===== src/rtl/gpio_evt_ctl.sv =====
module gpio_evt_ctl #(
  parameter int NUM_PADS   = 12,
  parameter int GROUP_SIZE = 16,
  parameter int ADDR_W     = 9
) (
  input  logic                clk,
  input  logic                rst_n,
  input  logic [NUM_PADS-1:0] pad_in,
  output logic [NUM_PADS-1:0] pad_out,
  output logic [NUM_PADS-1:0] pad_oe,
  input  logic                bus_we,
  input  logic [ADDR_W-1:0]   bus_addr,
  input  logic [31:0]         bus_wdata,
  output logic [31:0]         bus_rdata,
  output logic                irq_o,
  output logic                wake_o
);
  localparam int GS    = GROUP_SIZE;
  localparam int IDX_W = $clog2(GS);
  localparam logic [ADDR_W-1:0] A_STS = ADDR_W'('h100);
  localparam logic [ADDR_W-1:0] A_IEN = ADDR_W'('h120);
  localparam logic [ADDR_W-1:0] A_OWN = ADDR_W'('h130);
  localparam logic [ADDR_W-1:0] A_WST = ADDR_W'('h140);
  localparam logic [ADDR_W-1:0] A_WEN = ADDR_W'('h160);
  localparam logic [31:0] CFG_RST   = 32'h0400_0100;
  localparam logic [31:0] CFG_WMASK = 32'h0688_0301;

  logic [GS-1:0]        exist, evt, rxs, sci;
  logic [GS-1:0]        sts_q, ien_q, own_q, wst_q, wen_q;
  logic [GS-1:0]        wbits, sts_clr, wst_clr;
  logic [GS-1:0][31:0]  cfg_v;
  logic [IDX_W-1:0]     idx;
  logic                 in_pads;

  assign idx     = bus_addr[IDX_W+1:2];
  assign in_pads = (bus_addr >> (IDX_W + 2)) == '0;
  assign wbits   = bus_wdata[GS-1:0] & exist;
  assign sts_clr = (bus_we && bus_addr == A_STS) ? wbits : '0;
  assign wst_clr = (bus_we && bus_addr == A_WST) ? wbits : '0;

  for (genvar i = 0; i < GS; i++) begin : g_pad
    if (i < NUM_PADS) begin : g_real
      logic        s1, s2, qp, q, hit;
      logic [31:0] c_q;

      always_ff @(posedge clk or negedge rst_n) begin
        if (!rst_n) begin
          s1  <= 1'b0;
          s2  <= 1'b0;
          qp  <= 1'b0;
          c_q <= CFG_RST;
        end else begin
          s1 <= pad_in[i];
          s2 <= s1;
          qp <= q;
          if (bus_we && in_pads && idx == IDX_W'(i))
            c_q <= bus_wdata & CFG_WMASK;
        end
      end

      assign q = s2 ^ c_q[23];

      always_comb begin
        case (c_q[26:25])
          2'd0:    hit = q;
          2'd1:    hit = q & ~qp;
          2'd3:    hit = q ^ qp;
          default: hit = 1'b0;
        endcase
      end

      assign evt[i]     = hit & ~c_q[9];
      assign rxs[i]     = s2 & ~c_q[9];
      assign sci[i]     = c_q[19];
      assign exist[i]   = 1'b1;
      assign cfg_v[i]   = c_q;
      assign pad_out[i] = c_q[0];
      assign pad_oe[i]  = ~c_q[8];
    end else begin : g_none
      assign evt[i]   = 1'b0;
      assign rxs[i]   = 1'b0;
      assign sci[i]   = 1'b0;
      assign exist[i] = 1'b0;
      assign cfg_v[i] = '0;
    end
  end

  always_ff @(posedge clk or negedge rst_n) begin
    if (!rst_n) begin
      sts_q <= '0;
      ien_q <= '0;
      own_q <= '0;
      wst_q <= '0;
      wen_q <= '0;
    end else begin
      sts_q <= ((sts_q & ~sts_clr) | (evt & own_q)) & exist;
      wst_q <= ((wst_q & ~wst_clr) | (evt & wen_q & ~sci)) & exist;
      if (bus_we && bus_addr == A_IEN) ien_q <= wbits;
      if (bus_we && bus_addr == A_OWN) own_q <= wbits;
      if (bus_we && bus_addr == A_WEN) wen_q <= wbits;
    end
  end

  always_comb begin
    bus_rdata = '0;
    if (in_pads) bus_rdata = cfg_v[idx] | {30'd0, rxs[idx], 1'b0};
    else begin
      case (bus_addr)
        A_STS:   bus_rdata = 32'(sts_q);
        A_IEN:   bus_rdata = 32'(ien_q);
        A_OWN:   bus_rdata = 32'(own_q);
        A_WST:   bus_rdata = 32'(wst_q);
        A_WEN:   bus_rdata = 32'(wen_q);
        default: bus_rdata = '0;
      endcase
    end
  end

  assign irq_o  = |(sts_q & ien_q);
  assign wake_o = |wst_q;

  AST_STS_W1C: assert property (@(posedge clk) disable iff (!rst_n)
    (bus_we && bus_addr == A_STS && (bus_wdata[GS-1:0] & evt & own_q) == '0)
    |=> (sts_q & $past(bus_wdata[GS-1:0])) == '0);
  AST_SET_WINS: assert property (@(posedge clk) disable iff (!rst_n)
    (bus_we && bus_addr == A_STS && (evt & own_q) != '0)
    |=> (sts_q & $past(evt & own_q)) == $past(evt & own_q));
  AST_NOT_OWNED: assert property (@(posedge clk) disable iff (!rst_n)
    1'b1 |=> (sts_q & ~$past(sts_q) & ~$past(own_q)) == '0);
  AST_WAKE_GATE: assert property (@(posedge clk) disable iff (!rst_n)
    1'b1 |=> (wst_q & ~$past(wst_q) & $past(~wen_q | sci)) == '0);
  AST_IRQ_MASKED: assert property (@(posedge clk) disable iff (!rst_n)
    (ien_q == '0) |-> !irq_o);
  AST_NO_PHANTOM: assert property (@(posedge clk) disable iff (!rst_n)
    (bus_addr == A_STS) |-> (bus_rdata[GS-1:0] & ~exist) == '0);
endmodule


===== config.mk =====
export PLATFORM = sky130hd
export DESIGN_NAME = gpio_evt_ctl
export DESIGN_NICKNAME = d
export VERILOG_FILES = /design/src/rtl/gpio_evt_ctl.sv
export SDC_FILE = /design/constraint.sdc
export NUM_CORES = 1
export LEC_CHECK = 0
export BUFFER_PORTS_ARGS = -buffer_cell sky130_fd_sc_hd__buf_2
export CAP_MARGIN = 10
export CORE_ASPECT_RATIO = 1.75
export CORE_UTILIZATION = 30
export CTS_CLUSTER_DIAMETER = 100
export CTS_CLUSTER_SIZE = 8
export DETAILED_ROUTE_END_ITERATION = 12
export GPL_ROUTABILITY_DRIVEN = 0
export PLACE_DENSITY = 0.57
export SKIP_LAST_GASP = 1
export SLEW_MARGIN = 20
export SYNTH_ARGS = -nofsm -noshare
export SYNTH_HDL_FRONTEND = slang
export SYNTH_SLANG_ARGS = --single-unit

===== constraint.sdc =====
create_clock -name clk -period 2.2 [get_ports clk]
set_input_delay 0.11 -clock clk [delete_from_list [all_inputs] [get_ports clk]]
set_output_delay 0.11 -clock clk [all_outputs]
set_load 0.02 [all_outputs]

After elaboration in Yosys (flattened, before gate mapping)
Index checks and enable logic that the tools add are counted.

cells by class
  mux-type cells = 20
  reduce and logical (&&, ||, !) cells = 34
  order comparisons = 1
  equal/unequal tests = 40
  bitwise gates (word level) = 108

operators by type and width
  operator                                                               number
  32-bit binary-select mux with 4-bit select                             1
  12-bit AND                                                             6
  32-bit 2-to-1 mux                                                      2
  12-bit one-hot mux with 5 select lines                                 1
  9-bit == test (second input constant)                                  5
  1-bit AND                                                              36
  1-bit inverter                                                         36
  12-bit inverter                                                        3
  1-bit one-hot mux with 3 select lines                                  12
  32-bit by 2-bit OR with 32-bit output                                  1
  2-bit by 1-bit == test with 1-bit output (second input constant)       12
  2-bit == test (second input constant)                                  12
  2-bit logical NOT                                                      12
  12-bit 2-to-1 mux                                                      2
  12-bit OR                                                              2
  1-bit XOR                                                              24
  1-bit logical AND                                                      18
  4-bit by 3-bit == test with 1-bit output (second input constant)       4
  4-bit == test (second input constant)                                  4
  16-bit OR reduction                                                    1
  12-bit OR reduction                                                    1
  9-bit logical NOT                                                      1
  4-bit by 2-bit == test with 1-bit output (second input constant)       2
  4-bit by 5-bit < comparator with 1-bit output (second input constant)  1
  4 further kinds                                                        4

word-level totals
  bits in registers = 180
  logic and storage cells = 256
  bits of input ports = 56
  output and inout bits = 58

Logic depth before layout (Yosys ltp)
Gate-level depths: netlist of run 1.

  depth in word-level cells = 7
  mapped depth = 7
  depth with buffers taken out = 6

Least setup slack after synthesis of run 1
Ideal clock, no wire load.

  path kind = input to output
  from = input bus_addr[7]
  to = output bus_rdata[8]
  buffers on the path = 2
  slack = 459 ps
  data required time = 2090 ps
  stages = 5
  arrival = 1631 ps
  cells stage by stage = or4b_4 or2_1 buf_2 clkbuf_1 o221ai_1

between the ends
  longest elaborated chain between the ends = 3
  elaborated cells between the ends (all ways) = 8
  classes of those cells = 5 x eq/ne; 2 x mux; 1 x reduce/logical

RTL lines
  element                                 line  text
  start, declared                         12    input logic [ADDR_W-1:0] bus_addr,
  9-bit == test                           108   case (bus_addr)
  12-bit one-hot mux with 5 select lines  108
  32-bit 2-to-1 mux (*)                   106   if (in_pads) bus_rdata = cfg_v[idx] | {30'd0, rxs[idx], 1'b0};
  end, declared                           14    output logic [31:0] bus_rdata,

Mark *: on every way between the ends. The rest lies on a longest branch, timed or not.

Final worst setup path of run 1
  from = register g_pad[1].g_real.c_q[9]
  to = output bus_rdata[1]

between the ends
  longest elaborated chain between the ends = 6

RTL lines
  element                                    line  text
  start, declared                            44    logic [31:0] c_q;
  start signal, assigned                     57    c_q <= bus_wdata & CFG_WMASK;
  1-bit inverter                             73    assign rxs[i] = s2 & ~c_q[9];
  1-bit AND                                  73
  1-bit binary-select mux with 4-bit select  106
  1-bit 2-to-1 mux (not written as such)     106
  32-bit by 2-bit OR with 32-bit output      106
  32-bit 2-to-1 mux                          106

Every way passes these cells. The select of a mux whose other input is x is not followed.

==> flow_summary.rst, run 1 <==
.. list-table::
   :header-rows: 1

   * - Metric
     - Value
   * - Number of distinct standard cells referenced by the synthesized netlist
     - 52
   * - Vias in the first global route
     - between 6000 and 7000
   * - Fraction of final layout cells sized beyond drive strength 1
     - 38.0%
   * - Effective utilization at floorplan
     - a little under a third
   * - Detailed Route WL
     - roughly 25000 um
   * - Number of H-tree levels
     - 4
   * - P per Cell Area
     - around 760 nW/um2
   * - Worst slew margin
     - approximately 66%
   * - Count of hold-fix buffers inserted at cts
     - 22
   * - Post-CTS Setup Inserts
     - 0
   * - Reg2reg path depth
     - 6
   * - Final count of pins violating max slew
     - 0
   * - Worst min-delay path endpoint
     - g_pad[10].g_real.c_q[19]$_DFFE_PN0P_
   * - Final antenna-violating net count
     - 0
   * - Die extent in y
     - around 230 um
   * - Static leakage power
     - just under 5 nW
   * - Setup repair after global routing missed its margin
     - false
   * - Most used flip-flop cell after synthesis
     - sky130_fd_sc_hd__dfrtp_1
   * - Top achievable clock speed
     - roughly 0.47 GHz
   * - Total gr overflow
     - 0
   * - Placeable core region
     - about 29000 um2
   * - Status
     - completed
   * - Post-DR vias/cell
     - slightly below 5
   * - Peak supply drop
     - about 0.57 mV
   * - CTS clock-pin slew for the worst setup and hold paths
     - roughly 70 ps
   * - Worst setup margin
     - 66.8 ps
   * - Syn-to-layout area delta
     - 20.0%
   * - Min-Delay Path Class
     - input port to register
   * - Required time of the critical path
     - 2090 ps
   * - Antenna diodes
     - 0
   * - Layout net count
     - 902
   * - TritonCTS buffer count
     - 17
   * - Clock skew
     - about 11 ps
   * - Die Footprint
     - about 30000 um2
   * - Type of the worst setup path
     - register to primary output
   * - Period Utilization, post-route
     - between 90 and 100%
   * - Placement Cell Area
     - slightly below 10000 um2
   * - Launch instance of the worst register-to-register path
     - g_pad[1].g_real.c_q[23]$_DFFE_PN0P_
   * - Resized cells post-CTS
     - 0
   * - Minimum clock period after layout
     - 2130 ps
   * - Capturing point of the worst reg2reg path
     - wst_q[1]$_DFF_PN0_
   * - Routed wirelength normalized by instance count
     - approximately 20 um
   * - Number of detailed-route iterations in the first pass
     - 4
   * - TNS Setup
     - 0 ps
   * - Dpl ws
     - approximately 69 ps
   * - Overall global routing resource usage
     - ~17%
   * - Number of placement rows
     - between 80 and 90
   * - Number of antenna violations at the first check in global routing
     - 1
   * - Reported max-cap violation count
     - 0
   * - Clock latency of the later-clocked register in the worst-skew pair
     - 450 ps
   * - Number of vias after detailed routing
     - about 6000
   * - Die width
     - 132 um
   * - Number of instances in the synthesized netlist
     - 710
   * - Share of synthesized area occupied by flip-flops and latches
     - 51.1%
   * - Count of buffers inserted at the top-level ports
     - 81
   * - Slew at the pin closest to its max-slew limit
     - 502 ps
   * - Count of yosys warnings during synthesis
     - 0
   * - Register-to-register setup slack
     - between 400 and 500 ps
   * - Clock Sinks
     - between 150 and 200
   * - Startpoint kind of the worst setup timing path
     - register
   * - Critical path fanouts, max
     - 4
   * - Post-route cell area
     - approximately 11000 um2
   * - Maximum number of pins on one net before global-route repair
     - 57
   * - First-pass GRT wire length
     - roughly 38000 um
   * - Avg Inst Size Synth
     - between 10 and 15 um2
   * - Total of flip-flops plus latches after synthesis
     - between 150 and 200
   * - Hold Crit Start
     - bus_wdata[19]
   * - Clock buffer depth
     - 2
   * - Final count of hold timing violations
     - 0
   * - CTS tree
     - built
   * - Initial detailed-routing violation count
     - 263
   * - Post-synth ARST share
     - 100%
   * - DP Wirelength
     - ~19000 um
   * - Critical path capture point type
     - primary output
   * - Endpoint arrival time on the critical path
     - slightly above 2000 ps
   * - Number of cells on the worst hold path
     - 2
   * - # IOs
     - between 100 and 150
   * - Count of unresolved DRC violations after routing
     - 0
   * - Number of flops mapped to enable cells by yosys
     - 0
   * - Netlist area before placement
     - 8870 um2
   * - Final setup violating endpoints
     - 0
   * - Clock Root Buffer
     - sky130_fd_sc_hd__clkbuf_16
## flip-flops by register name, indices dropped and copies added, names as in the netlist
name              flops
own_q                12
g_pad.g_real.c_q     84
sts_q                12
ien_q                12
g_pad.g_real.s1      12
g_pad.g_real.qp      12
g_pad.g_real.s2      12
wen_q                12
wst_q                12
## cell usage in the layout, fill, tap and decap left out, drive strengths merged, types with 2 or more instances in the layout
cell type / count
dfrtp: 156
buf: 127
mux2: 121
nand2: 50
inv: 42
nor2: 31
nor2b: 28
dfstp: 24
mux4: 22
dlygate4sd3: 22
clkbuf: 21
mux2i: 17
conb: 16
a22o: 15
o2bb2ai: 14
o21ai: 13
a21oi: 13
a22oi: 12
xor2: 12
a32o: 12
ha: 12
clkinv: 9
nand3: 7
a221oi: 5
nand3b: 5
a21boi: 4
nor3b: 4
nor4: 4
nor3: 3
o221ai: 3
or2: 3
and2: 2
a211oi: 2
nand4: 2
clkinvlp: 2
## cell usage after synthesis, types with 2 or more instances
cell | n | area share [%]
sky130_fd_sc_hd__a211oi_1 | 2 | 0.17
sky130_fd_sc_hd__a21boi_0 | 4 | 0.34
sky130_fd_sc_hd__a21oi_1 | 13 | 0.73
sky130_fd_sc_hd__a221oi_1 | 5 | 0.49
sky130_fd_sc_hd__a22o_1 | 15 | 1.5
sky130_fd_sc_hd__a22oi_1 | 12 | 1.0
sky130_fd_sc_hd__a32o_1 | 12 | 1.4
sky130_fd_sc_hd__and2_1 | 2 | 0.14
sky130_fd_sc_hd__buf_2 | 17 | 0.96
sky130_fd_sc_hd__buf_4 | 30 | 2.5
sky130_fd_sc_hd__clkbuf_1 | 12 | 0.51
sky130_fd_sc_hd__dfrtp_1 | 156 | 44
sky130_fd_sc_hd__dfstp_2 | 24 | 7.1
sky130_fd_sc_hd__ha_1 | 12 | 1.7
sky130_fd_sc_hd__inv_1 | 41 | 1.7
sky130_fd_sc_hd__mux2_1 | 20 | 2.5
sky130_fd_sc_hd__mux2_2 | 101 | 13
sky130_fd_sc_hd__mux2i_1 | 17 | 1.9
sky130_fd_sc_hd__mux4_2 | 22 | 5.6
sky130_fd_sc_hd__nand2_1 | 50 | 2.1
sky130_fd_sc_hd__nand3_1 | 7 | 0.39
sky130_fd_sc_hd__nand3b_1 | 5 | 0.42
sky130_fd_sc_hd__nand4_2 | 2 | 0.28
sky130_fd_sc_hd__nor2_1 | 24 | 1.0
sky130_fd_sc_hd__nor2_2 | 6 | 0.42
sky130_fd_sc_hd__nor2b_1 | 28 | 2.0
sky130_fd_sc_hd__nor3_1 | 3 | 0.17
sky130_fd_sc_hd__nor3b_1 | 3 | 0.25
sky130_fd_sc_hd__nor4_1 | 3 | 0.21
sky130_fd_sc_hd__o21ai_0 | 13 | 0.73
sky130_fd_sc_hd__o221ai_1 | 3 | 0.30
sky130_fd_sc_hd__o2bb2ai_1 | 14 | 1.4
sky130_fd_sc_hd__or2_2 | 2 | 0.14
sky130_fd_sc_hd__xor2_1 | 12 | 1.2
## how the worst max path moves through the flow
stage | start | slack [ps] | end
floorplan | bus_addr[7] | 460 | bus_rdata[8]
CTS | g_pad[1].g_real.c_q[9]$_DFFE_PN0P_ | 50 | bus_rdata[1]
detailed placement | bus_addr[2] | 70 | bus_rdata[5]
finish | g_pad[1].g_real.c_q[9]$_DFFE_PN0P_ | 70 | bus_rdata[1]
global placement | bus_addr[2] | 80 | bus_rdata[3]
global route | bus_addr[2] | 20 | bus_rdata[2]
## worst max-delay path: stages, from the launching register on
cell                        delay, ps
sky130_fd_sc_hd__dfrtp_1          440
sky130_fd_sc_hd__o311a_1          370
sky130_fd_sc_hd__or3_1            350
sky130_fd_sc_hd__o2111ai_1        190
sky130_fd_sc_hd__buf_2            230
## through the flow
step	power, mW	hold slack (ps)	std cells	util (%)
after global placement	5.19	85.2	1175	33.8
after global routing	8.51	127	1229	36.5
after CTS	8.25	104	1229	36.5
after detailed placement	5.23	92.5	1175	33.8
after floorplan	4.74	-186	725	-
final	8.14	128	1229	36.5
## power by group
part / switching, mW / internal, mW / total (mW)
Clock: 1.31 / 1.64 / 2.95
Combinational: 0.624 / 0.569 / 1.19
Sequential: 0.327 / 3.67 / 3.99
Total: 2.26 / 5.88 / 8.14
## cells by family (layout without fill, tap and decap cells)
| kind of cell | Yosys count | in the layout | synth area share (%) |
|---|---|---|---|
| adders and majority gates | 12 | 12 | 1.69 |
| xor gates and xnor gates | 12 | 12 | 1.18 |
| other | 1 | 16 | 0.0423 |
| AOI/OAI and AO/OA | 100 | 100 | 8.72 |
| buffers and inverters | 102 | 224 | 5.83 |
| muxes | 160 | 160 | 22.9 |
| DFF | 180 | 180 | 51.1 |
| and+or+nand+nor | 143 | 143 | 8.56 |
## area by class of cell
cell class	count	area (um2)
Multi-Input combinational cell	443	3880
Tap cell	382	478
Timing Repair Buffer	150	1020
Clock buffer	20	467
Inverter	42	158
Clock inverter	12	105
Fill cell	2890	18500
Sequential cell	180	4530
## metal layers
metal | part of all wire (%) | global-route usage [%] | up-vias
met5 | 0.033 | 0 | -
met4 | 4.5 | 10.0 | 2
met3 | 2.8 | 2.66 | 48
met2 | 55 | 31.7 | 145
met1 | 37 | 17.8 | 3080
li1 | - | - | 2754
Power figures use the tool's default switching activity.
==> run 2: changes to the inputs <==
--- a/config.mk
+++ b/config.mk
@@ -13,6 +13,7 @@
 export CTS_CLUSTER_SIZE = 8
 export DETAILED_ROUTE_END_ITERATION = 12
 export GPL_ROUTABILITY_DRIVEN = 0
+export GPL_TIMING_DRIVEN = 0
 export PLACE_DENSITY = 0.57
 export SKIP_LAST_GASP = 1
 export SLEW_MARGIN = 20
==> run 2 against run 1 <==
  * Wire length up 3.8%
  * Clock skew down 3.9 ps
  * Critical path type is now input port to primary output
  * Sequential power about the same
  * Count of clock-buffer cells in the layout up 4
  * Non-clock buffer count up 18
  * Final area up 0.86%
  * Global-route usage up 0.55 points
  * Critical path depth up 3
  * Register-to-register slack worse by 40 ps
  * Hold slack worse by 81 ps
  * Clock power about the same
  * Flip-flop and latch count unchanged
==> flow_summary.rst, run 2 (same netlist as run 1, synthesis figures left out) <==
.. list-table::
   :header-rows: 1

   * - Metric
     - Value
   * - Status
     - completed
   * - Vias in the first global route
     - 6357 (+0.71%)
   * - Number of H-tree levels
     - 4 (unchanged)
   * - Reported max-cap violation count
     - 0 (unchanged)
   * - Die extent in y
     - 229 um (unchanged)
   * - Number of cells in the design after placement
     - 1188 (+1.1%)
   * - Initial detailed-routing violation count
     - 375 (+43%)
   * - Flip-flop count of the largest register, all copies and words added
     - 84 (unchanged)
   * - CTS clock-pin slew for the worst setup and hold paths
     - 60 ps (about the same)
   * - Number of vias after detailed routing
     - 6118 (+1.5%)
   * - Filler Cell Count
     - 2831 (-2.0%)
   * - Count of buffers inserted at the top-level ports
     - 79 (-2.5%)
   * - Overall global routing resource usage
     - 17.6% (+0.55 points)
   * - DP Wirelength
     - 19400 um (+2.0%)
   * - Routed wirelength normalized by instance count
     - 20.4 um (+2.3%)
   * - Count of unresolved DRC violations after routing
     - 0 (unchanged)
   * - Post-route cell area
     - 10700 um2 (+0.86%)
   * - Required time of the critical path
     - 2090 ps (about the same)
   * - Number of antenna violations at the first check in global routing
     - 1 (unchanged)
   * - Critical path capture point type
     - primary output
   * - Register area
     - 4530 um2 (unchanged)
   * - Layout net count
     - 920 (+2.0%)
   * - Minimum clock period after layout
     - 2110 ps (-21.7 ps)
   * - Clock skew
     - 6.89 ps (-3.91 ps)
   * - Area of combinational cells with multiple inputs
     - 3890 um2 (+0.32%)
   * - Type of the worst setup path
     - input port to primary output
   * - Number of detailed-route iterations in the first pass
     - 7 (+3)
   * - Fraction of final layout cells sized beyond drive strength 1
     - 37.7% (-0.33 points)
   * - Post-DR vias/cell
     - 4.91 (about the same)
   * - Register-to-register setup slack
     - 370 ps (-40 ps)
   * - Commonest non-fill, non-tap cell in the layout
     - sky130_fd_sc_hd__dfrtp_1
   * - Detailed Route WL
     - 25500 um (+3.8%)
   * - Top achievable clock speed
     - 0.474 GHz (+1.0%)
   * - Endpoint arrival time on the critical path
     - 2000 ps (-20 ps)
   * - TritonCTS buffer count
     - 17 (unchanged)
   * - Effective utilization at floorplan
     - 30.4% (unchanged)
   * - Die width
     - 132 um (unchanged)
   * - Placement Cell Area
     - 9870 um2 (+0.15%)
   * - Register containing the most flip-flops in the final layout
     - g_pad.g_real.c_q
   * - Launch instance of the worst register-to-register path
     - g_pad[3].g_real.c_q[23]$_DFFE_PN0P_
   * - Peak supply drop
     - 0.660 mV (+15%)
   * - Setup repair after global routing missed its margin
     - false
   * - Die Footprint
     - 30300 um2 (unchanged)
   * - CTS tree
     - built
   * - Final count of hold timing violations
     - 0 (unchanged)
   * - Period Utilization, post-route
     - 96.0% (-0.98 points)
   * - Final setup violating endpoints
     - 0 (unchanged)
   * - First-pass GRT wire length
     - 38600 um (+2.2%)
   * - Slew at the pin closest to its max-slew limit
     - 865 ps (+363 ps)
   * - Final count of pins violating max slew
     - 0 (unchanged)
   * - Number of placement rows
     - 83 (unchanged)
   * - Syn-to-layout area delta
     - 21.0%
   * - Capturing point of the worst reg2reg path
     - wst_q[3]$_DFF_PN0_
   * - Min-Delay Path Class
     - input port to asynchronous set/reset pin
   * - Critical path fanouts, max
     - 10 (+6)
   * - Maximum number of pins on one net before global-route repair
     - 87 (+53%)
   * - Antenna diodes
     - 0 (unchanged)
   * - Placeable core region
     - 29200 um2 (unchanged)
   * - Worst slew margin
     - 42.1% (-24 points)
   * - Reg2reg path depth
     - 6 (unchanged)
   * - Static leakage power
     - 4.96 nW (+0.86%)
   * - Non-filler cells, final
     - 1247 (+1.5%)
   * - P per Cell Area
     - 764 nW/um2 (-0.16%)
   * - # IOs
     - 114 (unchanged)
   * - Most frequent cells in the layout
     - sky130_fd_sc_hd__dfrtp_1, sky130_fd_sc_hd__mux2_2, sky130_fd_sc_hd__buf_2
   * - Hold slack
     - 46.8 ps (-81.0 ps)
   * - Clock Root Buffer
     - sky130_fd_sc_hd__clkbuf_16
   * - Final antenna-violating net count
     - 0 (unchanged)
   * - Clock Sinks
     - 180 (unchanged)
   * - Startpoint kind of the worst setup timing path
     - input port
   * - Total gr overflow
     - 0 (unchanged)
   * - Clock buffer depth
     - 2 (unchanged)
   * - Clock latency of the later-clocked register in the worst-skew pair
     - 450 ps (about the same)
## run 2: cell count changes in the layout (fill, tap and decap cells not counted), moves of 4 or more
cell                            before  now
sky130_fd_sc_hd__dlygate4sd3_1      22   26
sky130_fd_sc_hd__buf_4              44   31
sky130_fd_sc_hd__clkbuf_1            0   11
sky130_fd_sc_hd__clkbuf_2            0    4
sky130_fd_sc_hd__buf_2              80   94
## run 2: worst max path at each step
| stage | start | to | slack (ps) | depth (start not counted) |
|---|---|---|---|---|
| after detailed placement | bus_addr[7] | bus_rdata[9] | -120 | 7 |
| final | bus_addr[7] | bus_rdata[9] | 90 | 7 |
| after floorplan | bus_addr[7] | bus_rdata[8] | 460 | 5 |
| after global placement | rst_n | g_pad[10].g_real.c_q[0]$_DFFE_PN0P_ | -2040 | 1 |
| after global routing | bus_addr[2] | bus_rdata[1] | 9 | 8 |
| after CTS | bus_addr[5] | bus_rdata[1] | 40 | 6 |
## run 2: critical path: stages
cell and delay, ps:
sky130_fd_sc_hd__buf_2 100, sky130_fd_sc_hd__or4b_4 580, sky130_fd_sc_hd__or2_1 230, sky130_fd_sc_hd__buf_2 160, sky130_fd_sc_hd__clkbuf_2 260, sky130_fd_sc_hd__o221ai_2 320, sky130_fd_sc_hd__buf_2 230
## run 2: report_power, final
group	switching [mW]	internal [mW]	leakage, nW
clock	1.28	1.67	0.272
combinational	0.645	0.606	2.39
sequential	0.322	3.67	2.30
total	2.25	5.95	4.96
## run 2: per-layer routing
layer	track usage (%)	vias up	part of all wire (%)
met5	0	-	0.031
met2	32.3	172	55
li1	-	2784	-
met4	10.9	2	5.0
met3	3.14	61	3.4
met1	18.3	3099	37
## run 2: through the flow
step	total power, mW	setup slack [ps]	util [%]	setup TNS [ps]
2_1_floorplan	4.74	459	-	0
5_1_grt	8.54	8.92	36.8	0
3_3_place_gp	5.22	-2040	33.6	-337790
6_report	8.20	88.4	36.8	0
3_5_place_dp	5.27	-124	33.8	-788
4_1_cts	8.28	44.1	36.8	0
## run 2: timing repair
item	in CTS	in global routing
hold buffers	26	0
endpoints found under the setup margin	4	4
endpoints found under the hold margin	145	0
buffers inserted	1	0
gates resized for setup	4	6
pin swaps	1	0
## run 2: layout make-up
type | instances | share of cell area (%)
inverter | 42 | 1.47
clock buffer | 24 | 4.58
timing repair buffer | 108 | 6.90
clock inverter | 8 | 0.711
multi-input combinational | 443 | 36.2
buffer | 60 | 3.42
tap | 382 | 4.45
sequential | 180 | 42.2
==> run 3: changes to the inputs <==
--- a/config.mk
+++ b/config.mk
@@ -10,11 +10,10 @@
 export CORE_ASPECT_RATIO = 1.75
 export CORE_UTILIZATION = 30
 export CTS_CLUSTER_DIAMETER = 100
-export CTS_CLUSTER_SIZE = 8
 export DETAILED_ROUTE_END_ITERATION = 12
 export GPL_ROUTABILITY_DRIVEN = 0
-export GPL_TIMING_DRIVEN = 0
 export PLACE_DENSITY = 0.57
+export SETUP_SLACK_MARGIN = 0.15
 export SKIP_LAST_GASP = 1
 export SLEW_MARGIN = 20
 export SYNTH_ARGS = -nofsm -noshare
==> run 3 against run 2 <==
  * Clock skew increased by 4.9 ps
  * Combinational power about the same
  * Setup slack improved by 86 ps
  * Die area unchanged
  * Fmax increased by 4.2%
  * Core utilization about the same
  * Sequential share of layout area about the same
  * Wire length decreased by 3.5%
  * Sequential power about the same
  * Power decreased by 0.40%
  * Via count decreased by 1.7%
  * Clock power about the same
  * Critical path type is now register to primary output
  * Critical endpoint unchanged
==> flow_summary.rst, run 3 (same netlist as run 1, synthesis figures left out) <==
.. list-table::
   :header-rows: 1

   * - Metric
     - Value
   * - Status
     - completed
   * - Clk network pwr share
     - 36.2% (about the same)
   * - Type of the worst setup path
     - register to primary output
   * - CTS tree
     - built
   * - Count of unresolved DRC violations after routing
     - 0 (unchanged)
   * - Final count of hold timing violations
     - 0 (unchanged)
   * - # IOs
     - 114 (unchanged)
   * - P per Cell Area
     - 760 nW/um2 (-0.50%)
   * - Syn-to-layout area delta
     - 21.1% (about the same)
   * - Most frequent cells in the layout
     - sky130_fd_sc_hd__dfrtp_1, sky130_fd_sc_hd__mux2_2, sky130_fd_sc_hd__buf_2
   * - Layout net count
     - 907 (-1.4%)
   * - GR Util met3
     - 2.68% (-0.46 points)
   * - Effective utilization at floorplan
     - 30.4% (unchanged)
   * - Power consumption
     - 8.16 mW (-0.40%)
   * - Count of buffers inserted at the top-level ports
     - 81 (+2.5%)
   * - Detailed Route WL
     - 24600 um (-3.5%)
   * - Vias in the first global route
     - 6317 (-0.63%)
   * - Register containing the most flip-flops in the final layout
     - g_pad.g_real.c_q
   * - Required time of the critical path
     - 2090 ps (about the same)
   * - Reported max-cap violation count
     - 0 (unchanged)
   * - Placement Cell Area
     - 9850 um2 (-0.15%)
   * - Clock latency of the later-clocked register in the worst-skew pair
     - 440 ps (about the same)
   * - Number of antenna violations at the first check in global routing
     - 1 (unchanged)
   * - Number of vias after detailed routing
     - 6016 (-1.7%)
   * - Startpoint kind of the worst setup timing path
     - register
   * - Slew at the pin closest to its max-slew limit
     - 499 ps (-366 ps)
   * - Commonest non-fill, non-tap cell in the layout
     - sky130_fd_sc_hd__dfrtp_1
   * - Slowest stage delay, CP
     - 480 ps (-100 ps)
   * - Final setup violating endpoints
     - 0 (unchanged)
   * - Register area
     - 4540 um2 (about the same)
   * - Final count of pins violating max slew
     - 0 (unchanged)
   * - Flip-flop count of the largest register, all copies and words added
     - 84 (unchanged)
   * - Initial detailed-routing violation count
     - 290 (-23%)
   * - Clock buffer depth
     - 2 (unchanged)
   * - Number of placement rows
     - 83 (unchanged)
   * - Critical path capture point type
     - primary output
   * - Die extent in y
     - 229 um (unchanged)
   * - Critical path fanouts, max
     - 4 (-6)
   * - TritonCTS buffer count
     - 17 (unchanged)
   * - Number of H-tree levels
     - 4 (unchanged)
   * - Chain of cells forming the critical path
     - mux4_2, mux2i_2, o221ai_2, buf_2
   * - Clock skew
     - 11.8 ps (+4.92 ps)
   * - Global-route track usage on met1
     - 17.9% (-0.40 points)
   * - Final core utilization
     - 36.8% (about the same)
   * - Total gr overflow
     - 0 (unchanged)
   * - Setup repair after global routing missed its margin
     - true
   * - TNS Setup
     - 0 ps (unchanged)
   * - Switching power total
     - 2.27 mW (+0.72%)
   * - Fraction of final layout cells sized beyond drive strength 1
     - 39.7% (+2.0 points)
   * - Die Footprint
     - 30300 um2 (unchanged)
   * - Top achievable clock speed
     - 0.494 GHz (+4.2%)
   * - Maximum number of pins on one net before global-route repair
     - 57 (-34%)
   * - Period Utilization, post-route
     - 92.1% (-3.9 points)
   * - Portion of total power attributed to sequential cells
     - 48.9% (+0.2 points)
   * - Clock Sinks
     - 180 (unchanged)
   * - Slowest library cell on the worst path
     - sky130_fd_sc_hd__mux4_2
   * - Grt met2 use
     - 31.7% (-0.63 points)
   * - First-pass GRT wire length
     - 37900 um (-1.9%)
   * - Minimum clock period after layout
     - 2030 ps (-86.0 ps)
   * - CTS clock-pin slew for the worst setup and hold paths
     - 70 ps (about the same)
   * - Filler Cell Count
     - 2884 (+1.9%)
   * - Internal power
     - 5.90 mW (-0.83%)
   * - Number of cells in the design after placement
     - 1175 (-1.1%)
   * - Min-Delay Path Class
     - input port to register
   * - Placeable core region
     - 29200 um2 (unchanged)
   * - Area of combinational cells with multiple inputs
     - 3920 um2 (+0.90%)
   * - Switching share of total power
     - 27.8% (+0.31 points)
   * - Die width
     - 132 um (unchanged)
   * - DP Wirelength
     - 19000 um (-2.0%)
   * - Endpoint arrival time on the critical path
     - 1920 ps (-80 ps)
   * - Static leakage power
     - 4.95 nW (-0.27%)
   * - Post-route cell area
     - 10700 um2 (about the same)
   * - Peak supply drop
     - 0.571 mV (-13%)
   * - Layer with the highest usage after global routing
     - met2
   * - Final antenna-violating net count
     - 0 (unchanged)
   * - Worst slew margin
     - 66.7% (+25 points)
   * - Number of detailed-route iterations in the first pass
     - 4 (-3)
   * - Antenna diodes
     - 0 (unchanged)
   * - Routed wirelength normalized by instance count
     - 19.9 um (-2.4%)
   * - Combinational share of power
     - 14.9% (-0.4 points)
   * - Clock Root Buffer
     - sky130_fd_sc_hd__clkbuf_16
   * - Post-DR vias/cell
     - 4.88 (-0.63%)
   * - Non-filler cells, final
     - 1234 (-1.0%)
   * - Overall global routing resource usage
     - 17.0% (-0.53 points)
==> run 3: layout make-up <==
type / instances / share of cell area (%)
sequential: 180 / 42.2
multi-input combinational: 443 / 36.5
timing repair buffer: 155 / 10.0
tap: 382 / 4.45
clock buffer: 20 / 4.34
inverter: 42 / 1.47
clock inverter: 12 / 0.978
==> run 3: repair_timing <==
action,CTS,global route
gates cloned,0,0
pin swaps,0,1
endpoints found under the setup margin,13,14
hold buffers,22,0
setup buffers,0,5
endpoints found under the hold margin,116,0
gates resized for setup,10,11
==> run 3: final timing paths <==
check | cells past startpoint | slack [ps] | end | from
max in group asynchronous | 3 | 1290 | g_pad[8].g_real.c_q[26]$_DFFE_PN1P_ | rst_n
max reg2reg | 6 | 400 | wst_q[1]$_DFF_PN0_ | g_pad[1].g_real.c_q[23]$_DFFE_PN0P_
min reg2reg | 0 | 350 | g_pad[9].g_real.s2$_DFF_PN0_ | g_pad[9].g_real.s1$_DFF_PN0_
max | 4 | 170 | bus_rdata[9] | g_pad[9].g_real.c_q[9]$_DFFE_PN0P_
min in group asynchronous | 2 | 170 | g_pad[7].g_real.c_q[23]$_DFFE_PN0P_ | rst_n
min | 2 | 130 | g_pad[2].g_real.c_q[19]$_DFFE_PN0P_ | bus_wdata[19]
==> run 3: power groups by stage <==
stage	Clock, mW	Sequential [mW]	Combinational, mW
finish	2.96	3.99	1.22
global route	3.17	4.03	1.34
CTS	3.04	3.99	1.22
detailed placement	0	4.05	1.18
global placement	0	4.04	1.15
floorplan	0	3.90	0.839
==> run 3: per-stage QoR <==
step	hold WS [ps]	setup slack, ps
3_5_place_dp	92.5	69.4
5_1_grt	127	130
2_1_floorplan	-186	459
4_1_cts	104	118
6_report	126	174
3_3_place_gp	85.2	83.8
==> run 3: worst max-delay path: cells and delay by family (launching register included) <==
family / cells / cell delay (ps)
mux: 2 / 680
flops: 1 / 430
buf+inv: 1 / 200
compound gates: 1 / 160
==> run 3: routing by layer <==
metal / vias up / part of all wire [%] / wire length [um]
li1: 2757 / - / -
met1: 3068 / 37 / 9180
met2: 138 / 55 / 13500
met3: 51 / 2.9 / 720
met4: 2 / 4.9 / 1200
met5: - / 0.033 / 8
